<file path="src/rtl/fcmp_pkg.sv">
// Shared widths, function encodings and the per-operand class record
// used by the double-precision compare unit.
package fcmp_pkg;
    localparam int EXP_W  = 11;
    localparam int FRAC_W = 52;
    localparam int WORD_W = 1 + EXP_W + FRAC_W;
    localparam int MAG_W  = EXP_W + FRAC_W;
    localparam int FUNC_W = 4;

    typedef enum logic [FUNC_W-1:0] {
        FN_UNORD = 4'd4,
        FN_EQ    = 4'd5,
        FN_LT    = 4'd6,
        FN_LE    = 4'd7
    } cmp_fn_e;

    typedef struct packed {
        logic             sign;
        logic             nan;
        logic             snan;
        logic             denorm;
        logic             zero;
        logic [MAG_W-1:0] mag;
    } opnd_class_t;
endpackage

</file>
<file path="src/rtl/fcmp_classify.sv">
// Classifies one double-precision operand: NaN, signalling NaN, subnormal
// and zero. Also forms the magnitude used for ordering.
// Assumes: with flush set, a subnormal's fraction is replaced by zero
// and its sign is kept.
module fcmp_classify
    import fcmp_pkg::*;
(
    input  logic [WORD_W-1:0] word_i,
    input  logic              flush_i,
    output opnd_class_t       cls_o
);
    logic [EXP_W-1:0]  exp_f;
    logic [FRAC_W-1:0] frac_f;
    logic [FRAC_W-1:0] frac_eff;
    logic              is_sub;

    assign exp_f  = word_i[WORD_W-2 -: EXP_W];
    assign frac_f = word_i[FRAC_W-1:0];

    // Derive the class bits and the effective magnitude of the operand.
    always_comb begin
        is_sub       = (exp_f == '0) && (frac_f != '0);
        frac_eff     = (flush_i && is_sub) ? '0 : frac_f;
        cls_o.sign   = word_i[WORD_W-1];
        cls_o.nan    = (&exp_f) && (frac_f != '0);
        cls_o.snan   = cls_o.nan && !frac_f[FRAC_W-1];
        cls_o.denorm = is_sub;
        cls_o.zero   = (exp_f == '0) && (frac_eff == '0);
        cls_o.mag    = {exp_f, frac_eff};
    end
endmodule

</file>
<file path="src/rtl/fcmp_relate.sv">
// Relates two classified operands: unordered, equal, A strictly below B.
// Assumes: magnitudes are sign-magnitude patterns whose unsigned order
// matches numeric order for non-NaN values of one sign.
module fcmp_relate
    import fcmp_pkg::*;
(
    input  logic             a_sign_i,
    input  logic             a_nan_i,
    input  logic             a_zero_i,
    input  logic [MAG_W-1:0] a_mag_i,
    input  logic             b_sign_i,
    input  logic             b_nan_i,
    input  logic             b_zero_i,
    input  logic [MAG_W-1:0] b_mag_i,
    output logic             unord_o,
    output logic             eq_o,
    output logic             lt_o
);
    logic both_zero;
    logic mag_lt;
    logic mag_gt;
    logic sign_lt;

    // Decide the ordering relation with signed zeros folded together.
    always_comb begin
        both_zero = a_zero_i && b_zero_i;
        mag_lt    = a_mag_i < b_mag_i;
        mag_gt    = a_mag_i > b_mag_i;
        unord_o   = a_nan_i || b_nan_i;
        if (a_sign_i != b_sign_i)
            sign_lt = a_sign_i;
        else if (a_sign_i)
            sign_lt = mag_gt;
        else
            sign_lt = mag_lt;
        eq_o = !unord_o && (both_zero ||
               ((a_sign_i == b_sign_i) && (a_mag_i == b_mag_i)));
        lt_o = !unord_o && !both_zero && sign_lt;
    end
endmodule

</file>
<file path="src/rtl/fcmp_decide.sv">
// Selects the predicate named by the function code and forms the
// invalid and denormal flags for it.
// Assumes: codes outside the four predicates give false with no flags.
module fcmp_decide
    import fcmp_pkg::*;
(
    input  logic [FUNC_W-1:0] func_i,
    input  logic              unord_i,
    input  logic              eq_i,
    input  logic              lt_i,
    input  logic              any_snan_i,
    input  logic              any_sub_i,
    output logic              truth_o,
    output logic              inv_o,
    output logic              dn_o
);
    // Map the selected predicate to truth and exception outputs.
    always_comb begin
        truth_o = 1'b0;
        inv_o   = 1'b0;
        dn_o    = any_sub_i;
        case (func_i)
            FN_UNORD: begin
                truth_o = unord_i;
                inv_o   = unord_i && any_snan_i;
            end
            FN_EQ: begin
                truth_o = eq_i;
                inv_o   = unord_i && any_snan_i;
            end
            FN_LT: begin
                truth_o = lt_i;
                inv_o   = unord_i;
            end
            FN_LE: begin
                truth_o = lt_i || eq_i;
                inv_o   = unord_i;
            end
            default: dn_o = 1'b0;
        endcase
    end
endmodule

</file>
<file path="src/rtl/fcmp64_unit.sv">
// Double-precision compare unit: one registered stage that evaluates
// unordered, equal, less-than or less-or-equal on two operands.
// Assumes: synchronous active-low reset; outputs hold between strobes.
module fcmp64_unit
    import fcmp_pkg::*;
#(
    parameter int TRUE_POS = 62
) (
    input  logic                 clk,
    input  logic                 rst_n,
    input  logic                 in_valid,
    input  logic [FUNC_W-1:0]    func,
    input  logic                 flush_dn,
    input  logic [WORD_W-1:0]    op_a,
    input  logic [WORD_W-1:0]    op_b,
    output logic                 out_valid,
    output logic [WORD_W-1:0]    result,
    output logic                 flag_invalid,
    output logic                 flag_denorm
);
    localparam logic [WORD_W-1:0] TRUE_WORD = WORD_W'(1) << TRUE_POS;
    localparam int N_OPND = 2;

    logic [WORD_W-1:0] opnd [N_OPND];
    opnd_class_t       cls  [N_OPND];
    logic unord, eq, lt, truth, inv, dn;

    assign opnd[0] = op_a;
    assign opnd[1] = op_b;

    for (genvar i = 0; i < N_OPND; i++) begin : g_cls
        fcmp_classify u_cls (
            .word_i  (opnd[i]),
            .flush_i (flush_dn),
            .cls_o   (cls[i])
        );
    end

    fcmp_relate u_rel (
        .a_sign_i (cls[0].sign),
        .a_nan_i  (cls[0].nan),
        .a_zero_i (cls[0].zero),
        .a_mag_i  (cls[0].mag),
        .b_sign_i (cls[1].sign),
        .b_nan_i  (cls[1].nan),
        .b_zero_i (cls[1].zero),
        .b_mag_i  (cls[1].mag),
        .unord_o  (unord),
        .eq_o     (eq),
        .lt_o     (lt)
    );

    fcmp_decide u_dec (
        .func_i     (func),
        .unord_i    (unord),
        .eq_i       (eq),
        .lt_i       (lt),
        .any_snan_i (cls[0].snan || cls[1].snan),
        .any_sub_i  (cls[0].denorm || cls[1].denorm),
        .truth_o    (truth),
        .inv_o      (inv),
        .dn_o       (dn)
    );

    // Register the outcome on a strobe; hold it otherwise.
    always_ff @(posedge clk) begin
        if (!rst_n) begin
            out_valid    <= 1'b0;
            result       <= '0;
            flag_invalid <= 1'b0;
            flag_denorm  <= 1'b0;
        end else begin
            out_valid <= in_valid;
            if (in_valid) begin
                result       <= truth ? TRUE_WORD : '0;
                flag_invalid <= inv;
                flag_denorm  <= dn;
            end
        end
    end
endmodule

</file>
<file path="config.mk">
export PLATFORM = sky130hd
export DESIGN_NAME = fcmp64_unit
export DESIGN_NICKNAME = d
export VERILOG_FILES = /design/src/rtl/fcmp_pkg.sv /design/src/rtl/fcmp_classify.sv /design/src/rtl/fcmp_relate.sv /design/src/rtl/fcmp_decide.sv /design/src/rtl/fcmp64_unit.sv
export SDC_FILE = /design/constraint.sdc
export NUM_CORES = 1
export LEC_CHECK = 0
export ABC_AREA = 0
export BUFFER_PORTS_ARGS = -buffer_cell sky130_fd_sc_hd__buf_4
export CAP_MARGIN = 25
export CORE_MARGIN = 2
export CORE_UTILIZATION = 43
export DETAILED_ROUTE_END_ITERATION = 16
export PLACE_DENSITY = 0.8
export SLEW_MARGIN = 20
export SYNTH_ARGS = -nofsm -noshare
export SYNTH_HDL_FRONTEND = slang
export SYNTH_HIERARCHICAL = 1
export SYNTH_SLANG_ARGS = --single-unit
</file>
<file path="constraint.sdc">
create_clock -name clk -period 3.7 [get_ports clk]
set_input_delay 0.185 -clock clk [delete_from_list [all_inputs] [get_ports clk]]
set_output_delay 0.185 -clock clk [all_outputs]
set_load 0.01 [all_outputs]
</file>
## After elaboration in Yosys (flattened, before gate mapping)

Index checks and enable logic that the tools add are counted.

| word-level totals | value |
|---|---|
| output and inout bits | 67 |
| register bits after elaboration | 67 |
| input port bits | 136 |

| operators by class | value |
|---|---|
| order comparisons | 2 |
| muxes and demuxes | 8 |
| equality and inequality tests | 7 |
| reductions and logical operators | 36 |

Operators by type and width:

| operator | count |
|---|---|
| $logic_not A52 Y1 | 2 |
| $mux W52 | 2 |
| $reduce_bool A52 Y1 | 2 |
| $eq A63 B63 Y1 | 1 |
| $gt A63 B63 Y1 | 1 |
| $lt A63 B63 Y1 | 1 |
| $mux W63 | 1 |
| $logic_not A11 Y1 | 2 |
| $reduce_and A11 Y1 | 2 |
| $eq A4 B3 Y1 const B | 4 |
| $logic_and A1 B1 Y1 | 16 |
| $logic_or A1 B1 Y1 | 5 |
| $logic_not A1 Y1 | 4 |
| $pmux W1 S4 | 1 |
| $reduce_or A2 Y1 | 2 |
| $reduce_or A4 Y1 | 1 |
| $mux W1 | 3 |
| $pmux W1 S2 | 1 |
| $eq A1 B1 Y1 | 1 |
| $ne A1 B1 Y1 | 1 |

## Logic depth before layout (Yosys ltp)

Gate-level depths: netlist of run 1.

| depth | value |
|---|---|
| depth in word-level cells | 13 |
| mapped depth | 18 |
| mapped depth without buffers | 17 |

## Cells and area by module

The synthesis of run 1 kept the hierarchy.

Modules (own cells, without submodules):

| module | instances | area each (µm²) | cells an instance |
|---|---|---|---|
| fcmp_relate | 1 | 1655.3 | 237 |
| fcmp_classify | 2 | 790.8 | 102 |
| fcmp64_unit | 1 | 625.6 | 77 |
| fcmp_decide | 1 | 43.8 | 8 |

## Worst setup path before layout of run 1

No wires, ideal clock.

| timing | value |
|---|---|
| path kind | in2reg |
| start point | input op_b[7] |
| end point | register result[62] |
| stages | 18 |
| arrival | 3504 ps |
| path slack | 131 ps |
| data required time | 3635 ps |
| cell sequence | nor4_1 > nand4_1 > o41a_4 > buf_6 > nor2b_2 > inv_1 > ha_1 > and3_1 > nor3b_1 > nand2_1 > nor4_4 > o21ai_2 > a21o_1 > a2111oi_2 > a22oi_1 > a21oi_1 > mux2i_1 > nor2b_1 |

RTL lines:

| what | RTL line | text |
|---|---|---|
| start, declared | fcmp64_unit.sv:15 | `input logic [WORD_W-1:0] op_b,` |
| end signal, assigned | fcmp64_unit.sv:75 | `result <= truth ? TRUE_WORD : '0;` |
| end, declared | fcmp64_unit.sv:17 | `output logic [WORD_W-1:0] result,` |

==> key figures, run 1 <==
Route
  – Drt initial violations: approximately 160
  – WL/cell: 14.9 um
  – Pre-Repair DR Iteration Count: 4
  – DR vias: 4,090
  – Drt drc: 0
  – WL final: between 10 and 15 mm
  – Antenna viol nets, final: 0
  – DR vias/cell: 5.02

Cells and area
  – Commonest non-fill, non-tap cells in the layout: 209 x buf_4, 78 x nor2b_2, 69 x inv_1, 63 x conb_1, 62 x ha_1
  – Commonest non-fill, non-tap cell in the layout: buf_4
  – Nets: 908
  – Layout cell share with drive strength beyond 1: 0.471
  – Ant diodes: 0
  – Core Util, Final: 0.619
  – P&R area growth vs syn: 38.8%

Logic synthesis
  – Synth Area per Inst: 7.43 um2
  – Number of flops mapped to enable cells by yosys: 0
  – Sequential fraction of the synthesis area: 0.0205
  – Unique cell type count in the Yosys netlist: 44
  – Cells after Synth: 526
  – FF+latch count, synth: 4
  – YS warnings: 6
  – Post-synth ARST share: 0
  – Post-synth top flop: dfxtp_1
  – Netlist Area Pre-Place: 3910 um2

Setup path
  – Worst reg2reg path depth: 2
  – FF-to-FF End: flag_invalid
  – CP Class: primary input to register
  – CP max stage delay: 0.58 ns
  – CP Max Fanout: 6
  – Critical path, cell by cell: buf_4, nor4_4, nand4_1, o41a_4, buf_4, nor2b_2, inv_1, ha_1, and3_1, a221o_1, a31oi_1, o221ai_1, a21oi_2, a21oi_1, a2111oi_4, a22oi_1, a21oi_1, mux2i_1, nor2b_1
  – CP required: 3.85 ns
  – Crit path capture type: register
  – R2r setup slk: 3.09 ns
  – WP data arrival: 4.09 ns
  – Worst Path Buf+Inv: 3
  – Top delay family on crit path: compound AO/OA/AOI/OAI gates
  – Worst path slowest cell: o41a_4
  – R2R Path Start: flag_invalid
  – CP startpoint kind: primary input

Placed design
  – Port Buf Inserts: between 100 and 150
  – GPL Wtd Cong: roughly 0.92
  – Detailed Place HPWL: 9.95 mm
  – Worst slack, placed: -0.577 ns

Min path
  – Min-delay src: rst_n
  – Hold endpoint: result[62]
  – Hold Path Class: primary input to register
  – Hold path depth: 2

STA
  – RSZ-0062 raised after global routing: yes
  – Min cycle time layout: about 4 ns
  – Least-Margin Pin Slew: ~0.65 ns
  – Slew HR: 0.563
  – Setup Viol. Count Final: 1
  – Final Hold Fails: 0
  – Final setup skew: 0 ns
  – Max frequency: 0.254 GHz
  – Fin. max-slew vios: 0
  – Period utilisation layout: 1.06
  – PnR worst setup slack: -0.234 ns

Clock tree
  – Clock net sink count: 4
  – Clock latency on the worst-skew pair: between 0.2 and 0.25 ns
  – Root Driver: clkbuf_8
  – Clock-pin slew on the worst setup and hold paths: roughly 0.03 ns
  – CTS buffer count: 3
  – Clock buffer depth: 2
  – H-tree level count: 1
  – CTS tree: yes
  – Post-cts hold buffer count: 0

Global route
  – First-pass GRT wire length: 19.1 mm
  – Vias in the first global route: roughly 4,200
  – Initial antenna violation count: 0
  – Largest net degree at the start of global routing: 27
  – Gr ovfl total: 0
  – GRT Overall Usage: 0.231

Floorplanning
  – Core footprint: 8760 um2
  – Die area: 9860 um2
  – Die height: approximately 100 um
  – Core Rows: 34
  – Initial Util: 0.446
  – Ports: 203
  – Die Wd: approximately 99 um

Pwr
  – Maximum vdd drop: 0.0000670 V
  – Power Density: 113 nW/um2
  – Total chip power: 0.614 mW
  – Static leakage: about 2.9 nW

Status
  – Violated checks: negative setup slack
  – Status: finished, violations left

Job
  – Max-cap violations: 0
==> per-layer routing <==
| metal | global-route usage | wire length, um | up-vias |
|---|---|---|---|
| li1 | - | - | 2013 |
| met1 | 0.273 | 4890 | 1862 |
| met2 | 0.437 | 6130 | 183 |
| met3 | 0.0267 | 772 | 32 |
| met4 | 0.0653 | 323 | 0 |
| met5 | 0 | 0 | - |
==> cells in the mapped netlist, drive strengths merged, types with 4 or more instances <==
library cell  number  share of area
a21oi             30          0.038
and2b              4         0.0090
and4               5          0.011
buf               99           0.20
dfxtp              4          0.021
ha                63           0.20
inv               69          0.066
nand2             21          0.020
nand3             12          0.015
nand4             17          0.027
nor2               9         0.0086
nor2b            105           0.22
nor3               6         0.0077
nor4              34          0.058
o21ai             11          0.015
==> kinds of logic (layout without fill, tap and decap cells) <==
group,after synthesis,in the layout,synth area share
simple gates,227,227,0.401
buf+inv,168,286,0.266
fa+ha+maj,63,63,0.202
compound gates,59,60,0.0999
flops,4,4,0.0205
mux,3,3,0.00769
other cells,1,63,0.000960
xor+xnor,1,1,0.00224
==> sequential cells by signal, indices dropped and copies added, names as in the netlist <==
| signal | cells |
|---|---|
| flag_denorm | 1 |
| flag_invalid | 1 |
| out_valid | 1 |
| result | 1 |
==> worst max path at each step <==
| stage | start | end | slack (ns) | cells past startpoint |
|---|---|---|---|---|
| after floorplan | op_b[7] | result[62] | 0.13 | 18 |
| after global placement | op_b[38] | result[62] | -0.53 | 19 |
| after detailed placement | op_b[38] | result[62] | -0.58 | 19 |
| after CTS | op_b[38] | result[62] | -0.08 | 19 |
| after global routing | op_b[0] | result[62] | -0.45 | 20 |
| final | op_b[38] | result[62] | -0.23 | 19 |
==> power breakdown <==
part / total, mW / switching, mW / internal [mW]
Sequential: 0.0445 / 0.000279 / 0.0443
Clock: 0.0917 / 0.0223 / 0.0693
Combinational: 0.478 / 0.224 / 0.253
==> through the flow <==
stage	setup TNS [ns]	instance area (um2)	std cells	hold slack, ns
floorplan	0	4140	588	0.313
global placement	-0.533	5090	805	0.423
CTS	-0.0798	5390	815	0.213
detailed placement	-0.577	5090	805	0.431
finish	-0.234	5420	815	0.214
global route	-0.450	5420	815	0.223
==> timing repair <==
action,CTS,global route
setup buffers,5,0
resized for setup,30,4
cloned,2,0
pin swaps,11,1
endpoints found under the setup margin,1,1
==> worst register-to-register path: stages (launching register included) <==
cell and delay (ns):
dfxtp_1 0.30, mux2i_1 0.13, nor2b_1 0.06
==> layout make-up <==
| class | count | area, um2 |
|---|---|---|
| well taps | 108 | 135 |
| multi-input cells | 417 | 3240 |
| clock buffers | 3 | 41.3 |
| repair buffers | 214 | 1670 |
| inverters | 69 | 259 |
| fillers | 772 | 3340 |
| flip-flops and latches | 4 | 80.1 |
Power figures use the tool's default switching activity.
==> run 2, diff against run 1 <==
Settings changed: CORE_UTILIZATION 43 to 48, PLACE_DENSITY 0.8 to 0.84.
Clock period 3.7 ns to 3.69 ns, I/O delays scaled along.
==> run 2 against run 1 <==
  * The flow still finishes with violations (negative setup slack)
  * Non-clock buffer count fell by 6
  * Clock-buffer cell count did not move
  * Sequential cell count unchanged
  * Combinational power grew 4%
==> key figures, run 2 (synthesis results as in run 1) <==
Floorplanning
  – Die Wd: 94.2 um (-5.1%)
  – Die area: 8880 um2 (-10%)
  – Core Rows: 32 (-5.9%)
  – Die height: 94.2 um (-5.1%)
  – Initial Util: 0.500 (+0.0546)
  – Core footprint: 7810 um2 (-11%)
  – Ports: 203 (unchanged)

Min path
  – Hold Path Class: primary input to register

Cells and area
  – P&R area growth vs syn: 42.8%
  – Fin area: 5580 um2 (+2.9%)
  – Final std cells w/o fill: 803 (-1.5%)
  – Fill cell count: 605 (-22%)
  – Ant diodes: 0 (unchanged)
  – Layout cell share with drive strength beyond 1: 0.494 (+0.0226)
  – Core Util, Final: 0.715 (+0.0961)
  – Nets: 902 (-0.66%)
  – Commonest non-fill, non-tap cells in the layout: 190 x buf_4, 71 x nor2b_2, 63 x conb_1, 62 x inv_1, 54 x ha_1
  – Commonest non-fill, non-tap cell in the layout: buf_4

Clock tree
  – Clock latency on the worst-skew pair: 0.21 ns (about the same)
  – Clock buffer depth: 2 (unchanged)
  – Root Driver: clkbuf_8
  – CTS tree: yes
  – Clock-pin slew on the worst setup and hold paths: 0.03 ns (about the same)
  – CTS buffer count: 3 (unchanged)
  – Clock net sink count: 4 (unchanged)
  – H-tree level count: 1 (unchanged)

Global route
  – Initial antenna violation count: 0 (unchanged)
  – Gr ovfl total: 0 (unchanged)
  – Vias in the first global route: 4,063 (-2.6%)
  – GRT Overall Usage: 0.251 (+0.0195)
  – Largest net degree at the start of global routing: 25 (-7.4%)
  – First-pass GRT wire length: 17.9 mm (-6.3%)

Route
  – WL/cell: 15.2 um (+2.0%)
  – DR vias/cell: 5.17 (+3.0%)
  – Drt initial violations: 158 (-3.1%)
  – Antenna viol nets, final: 0 (unchanged)
  – DR vias: 4,151 (+1.5%)
  – Drt drc: 0 (unchanged)
  – Pre-Repair DR Iteration Count: 4 (unchanged)
  – WL final: 12.2 mm (+0.53%)

STA
  – Final TNS setup: -0.214 ns (+0.0196 ns)
  – Setup Viol. Count Final: 1 (unchanged)
  – Period utilisation layout: 1.06
  – Max frequency: roughly 0.26 GHz
  – PnR worst setup slack: -0.214 ns (+0.0196 ns)
  – Least-Margin Pin Slew: 0.710 ns (+0.0605 ns)
  – Min cycle time layout: 3.90 ns
  – RSZ-0062 raised after global routing: yes
  – Slew HR: 0.522 (-0.0407)
  – Final setup skew: 0 ns (unchanged)
  – Fin Hold WS: 0.218 ns (+0.00442 ns)
  – Final Hold Fails: 0 (unchanged)
  – Fin. max-slew vios: 0 (unchanged)

Setup path
  – CP startpoint kind: primary input
  – Crit path capture type: register
  – CP Max Fanout: 6 (unchanged)
  – WP data arrival: 4.05 ns (-0.04 ns)
  – CP Class: primary input to register
  – CP required: 3.84 ns (about the same)

Pwr
  – Maximum vdd drop: 0.000125 V (+87%)
  – Net Switching: 0.258 mW (+4.4%)
  – Total chip power: 0.634 mW (+3.3%)
  – Register share of total power: 0.070 (-0.003)
  – Clk pwr share: 0.144 (-0.005)
  – Sw Ratio: 0.407 (+0.00433)
  – Static leakage: 2.90 nW (+0.12%)
  – Power Density: 114 nW/um2 (+0.33%)
  – Combinational power share: 0.786 (+0.008)
  – Int Power: 0.376 mW (+2.5%)

Placed design
  – GPL Wtd Cong: 0.906 (-2.0%)
  – Worst slack, placed: -0.621 ns (-0.0444 ns)
  – Cell Count Post-Placement: 787 (-2.2%)
  – Placed cell area: 4980 um2 (-2.2%)
  – Detailed Place HPWL: 9.82 mm (-1.4%)
  – Port Buf Inserts: 139 (unchanged)

Status
  – Status: finished, violations left
  – Violated checks: negative setup slack

Job
  – Max-cap violations: 0 (unchanged)
## run 2: cell count changes in the layout (fill, tap and decap cells not counted), moves of 2 or more
cell / change
buf_4: -19
buf_6: +12
buf_8: +2
ha_1: -8
ha_4: +8
inv_1: -7
inv_2: +7
nor2b_2: -7
nor2b_4: +6
nor4_1: -4
nor4_2: +3
## run 2: path summary, 6_finish.rpt
path / startpoint / to / slack [ns] / cells after the start
max: op_b[1] / result[62] / -0.21 / 20
min: rst_n / out_valid / 0.22 / 2
max reg2reg: flag_denorm / flag_denorm / 3.06 / 2
min reg2reg: flag_invalid / flag_invalid / 0.52 / 2
## run 2: cell type report
class | count | area [um2] | share of cell area
timing repair buffer | 208 | 1660 | 0.298
inverter | 69 | 259 | 0.0464
tap | 102 | 128 | 0.0229
sequential | 4 | 80.1 | 0.0144
multi-input combinational | 417 | 3410 | 0.611
clock buffer | 3 | 41.3 | 0.00740
## run 2: layer usage
layer	share of wire	GRT usage	vias to the layer above
met5	0	0	-
met4	0.031	0.0664	0
met3	0.074	0.0273	36
met2	0.50	0.495	232
met1	0.39	0.280	1891
li1	-	-	1992
## run 2: power by group through the flow
| stage | Combinational, mW | Sequential [mW] | Clock (mW) |
|---|---|---|---|
| floorplan | 0.279 | 0.0456 | 0 |
| global placement | 0.419 | 0.0452 | 0 |
| detailed placement | 0.434 | 0.0452 | 0 |
| CTS | 0.464 | 0.0446 | 0.0931 |
| global route | 0.542 | 0.0448 | 0.0982 |
| finish | 0.498 | 0.0446 | 0.0912 |
## run 2: what timing repair did
action	CTS	global route
resized for setup	45	33
setup buffers	10	5
setup endpoints to repair	1	1
pin swaps	23	23
cloned	2	0
hold buffers	0	0
## run 2: critical path, cell delays in order
cell	delay, ns
buf_4	0.13
nor4_4	0.30
nand4_1	0.13
buf_4	0.16
o41a_4	0.56
buf_12	0.16
buf_8	0.12
nor2b_4	0.10
inv_2	0.04
ha_4	0.25
nand4_1	0.16
or3_4	0.46
nor4_4	0.25
o21ai_2	0.11
a21o_1	0.18
a2111oi_2	0.30
a22oi_1	0.12
a21oi_1	0.13
mux2i_1	0.08
nor2b_1	0.11
==> run 3, diff against run 2 <==
Settings changed: GPL_TIMING_DRIVEN from default to 0, SETUP_SLACK_MARGIN from default to 0.15.
==> run 3 against run 2 <==
  * The flow still finishes with violations (negative setup slack)
  * Final cell count rose by 4.7%
  * Global-route usage fell by 1.0 points
  * Routed wire length fell by 3.5%
  * Utilization rose by 3.0 points
  * Critical path type unchanged
  * Largest cell class unchanged
==> key figures, run 3 (synthesis results as in run 1) <==
Clock tree
  – Clock latency on the worst-skew pair: 0.22 ns (about the same)
  – Root Driver: clkbuf_8
  – Clock net sink count: 4 (unchanged)
  – Post-cts hold buffer count: 0 (unchanged)
  – Clock-pin slew on the worst setup and hold paths: 0.03 ns (about the same)
  – Clock buffer depth: 2 (unchanged)
  – H-tree level count: 1 (unchanged)
  – CTS tree: yes
  – CTS buffer count: 3 (unchanged)

Route
  – WL/cell: 14.0 um (-7.8%)
  – WL final: 11.8 mm (-3.5%)
  – DR vias: 4,134 (-0.41%)
  – Drt initial violations: 135 (-15%)
  – Drt drc: 0 (unchanged)
  – Antenna viol nets, final: 0 (unchanged)
  – DR vias/cell: 4.92 (-4.9%)
  – Pre-Repair DR Iteration Count: 4 (unchanged)

Floorplanning
  – Ports: 203 (unchanged)
  – Die area: 8880 um2 (unchanged)
  – Die height: 94.2 um (unchanged)
  – Core Rows: 32 (unchanged)
  – Core footprint: 7810 um2 (unchanged)
  – Die Wd: 94.2 um (unchanged)
  – Initial Util: 0.500 (unchanged)

Pwr
  – Clk pwr share: 0.149 (+0.005)
  – Maximum vdd drop: 0.0000763 V (-39%)
  – Static leakage: 3.12 nW (+7.6%)
  – Combinational power share: 0.783 (-0.003)
  – Power Density: 113 nW/um2 (-0.57%)
  – Total chip power: 0.657 mW (+3.6%)
  – Int Power: 0.399 mW (+6.0%)
  – Net Switching: 0.258 mW (+0.24%)
  – Sw Ratio: 0.393 (-0.0134)
  – Register share of total power: 0.068 (-0.002)

STA
  – Max frequency: 0.264 GHz (+3.2%)
  – PnR worst setup slack: -0.0946 ns (+0.120 ns)
  – Period utilisation layout: 1.03 (-0.0325)
  – Final TNS setup: -0.0946 ns (+0.120 ns)
  – Final Hold Fails: 0 (unchanged)
  – Setup Viol. Count Final: 1 (unchanged)
  – Least-Margin Pin Slew: 0.692 ns (-0.0181 ns)
  – Min cycle time layout: 3.78 ns (-0.120 ns)
  – Fin. max-slew vios: 0 (unchanged)
  – RSZ-0062 raised after global routing: yes
  – Slew HR: 0.535 (+0.0122)
  – Final setup skew: 0 ns (unchanged)

Setup path
  – CP max stage delay: 0.60 ns (+0.04 ns)
  – WP data arrival: 3.94 ns (-0.11 ns)
  – Critical path, cell by cell: buf_4, nor4_4, nand4_1, o41a_4, buf_8, nor2b_1, inv_1, ha_4, nand4_1, or4_4, a21oi_4, o21ai_2, a21o_1, a2111oi_4, a22oi_1, a21oi_1, mux2i_1, nor2b_1
  – R2R Path Start: flag_denorm
  – CP Class: primary input to register
  – Worst reg2reg path depth: 2 (unchanged)
  – R2r setup slk: 3.06 ns (about the same)
  – CP Max Fanout: 8 (+2)
  – Worst path slowest cell: or4_4
  – CP required: 3.85 ns (about the same)
  – CP startpoint kind: primary input
  – FF-to-FF End: flag_denorm
  – Crit path capture type: register

Placed design
  – Worst slack, placed: -0.612 ns (+0.00874 ns)
  – Port Buf Inserts: 137 (-1.4%)
  – Detailed Place HPWL: 9.68 mm (-1.4%)
  – GPL Wtd Cong: 0.914 (+0.93%)

Cells and area
  – Nets: 940 (+4.2%)
  – P&R area growth vs syn: 48.9%
  – Commonest non-fill, non-tap cells in the layout: 231 x buf_4, 81 x nor2b_2, 69 x inv_1, 63 x conb_1, 56 x ha_1
  – Fill cell count: 607 (+0.33%)
  – Multi-input logic area: 3330 um2 (-2.2%)
  – Commonest non-fill, non-tap cell in the layout: buf_4
  – Register area: 80.1 um2 (unchanged)
  – Ant diodes: 0 (unchanged)
  – Layout cell share with drive strength beyond 1: 0.514 (+0.0206)

Min path
  – Hold endpoint: result[62]
  – Hold Path Class: primary input to register
  – Min-delay src: rst_n
  – Hold path depth: 2 (unchanged)

Global route
  – Vias in the first global route: 3,950 (-2.8%)
  – First-pass GRT wire length: 17.5 mm (-2.5%)
  – Initial antenna violation count: 0 (unchanged)
  – Gr ovfl total: 0 (unchanged)
  – GRT Overall Usage: 0.241 (-0.0101)
  – Largest net degree at the start of global routing: 11 (-56%)

Status
  – Status: finished, violations left
  – Violated checks: negative setup slack

Job
  – Max-cap violations: 0 (unchanged)
==> run 3: changes by cell type in the layout (fill, tap and decap cells not counted), moves of 5 or more <==
cell and change:
buf_4 +41, buf_6 -5, inv_1 +7, inv_2 -7, nor2b_1 -5, nor2b_2 +10
nor2b_4 -5
==> run 3: power by group through the flow <==
| stage | sequential, mW | clock (mW) | combinational, mW |
|---|---|---|---|
| floorplan | 0.0456 | 0 | 0.280 |
| global placement | 0.0452 | 0 | 0.447 |
| detailed placement | 0.0452 | 0 | 0.460 |
| CTS | 0.0446 | 0.0968 | 0.476 |
| global route | 0.0446 | 0.0992 | 0.563 |
| finish | 0.0446 | 0.0977 | 0.515 |
==> run 3: cell type report <==
cell class	instances	area share
plain buffers	99	0.139
clock buffers	3	0.00710
inverters	69	0.0445
multi-input cells	416	0.573
flip-flops and latches	4	0.0138
well taps	102	0.0219
repair buffers	148	0.201
==> run 3: worst max path at each step <==
stage	end	slack (ns)	depth (start not counted)	start
2_1_floorplan	result[62]	0.18	18	op_b[7]
3_3_place_gp	result[62]	-0.55	19	op_b[7]
4_1_cts	result[62]	-0.007	19	op_b[26]
3_5_place_dp	result[62]	-0.61	19	op_b[7]
5_1_grt	result[62]	-0.29	19	op_b[0]
6_report	result[62]	-0.09	18	op_b[0]
==> run 3: critical path, delay by kind of cell <==
family | cells | cell delay, ns
AOI/OAI and AO/OA | 7 | 1.56
and+or+nand+nor | 6 | 1.44
buffers and inverters | 3 | 0.37
adders and majority gates | 1 | 0.27
muxes | 1 | 0.08
==> run 3: layer usage <==
| layer | track usage | vias to the layer above | routed length, um |
|---|---|---|---|
| li1 | - | 2070 | - |
| met1 | 0.291 | 1855 | 4760 |
| met2 | 0.449 | 182 | 5930 |
| met3 | 0.0201 | 27 | 769 |
| met4 | 0.0688 | 0 | 309 |
| met5 | 0 | - | 0 |
==> run 3: per-stage QoR <==
stage | cell area (um2) | std cells | hold WS (ns) | utilization
finish | 5820 | 841 | 0.207 | 0.745
detailed placement | 5300 | 827 | 0.422 | 0.679
global placement | 5300 | 827 | 0.421 | 0.679
CTS | 5520 | 836 | 0.206 | 0.707
global route | 5820 | 841 | 0.218 | 0.745
floorplan | 4140 | 588 | 0.313 | -
==> run 3: timing repair <==
action | CTS | global route
gates resized for setup | 20 | 35
endpoints found under the setup margin | 1 | 1
pin swaps | 11 | 21
buffers inserted | 6 | 4
gates cloned | 0 | 1
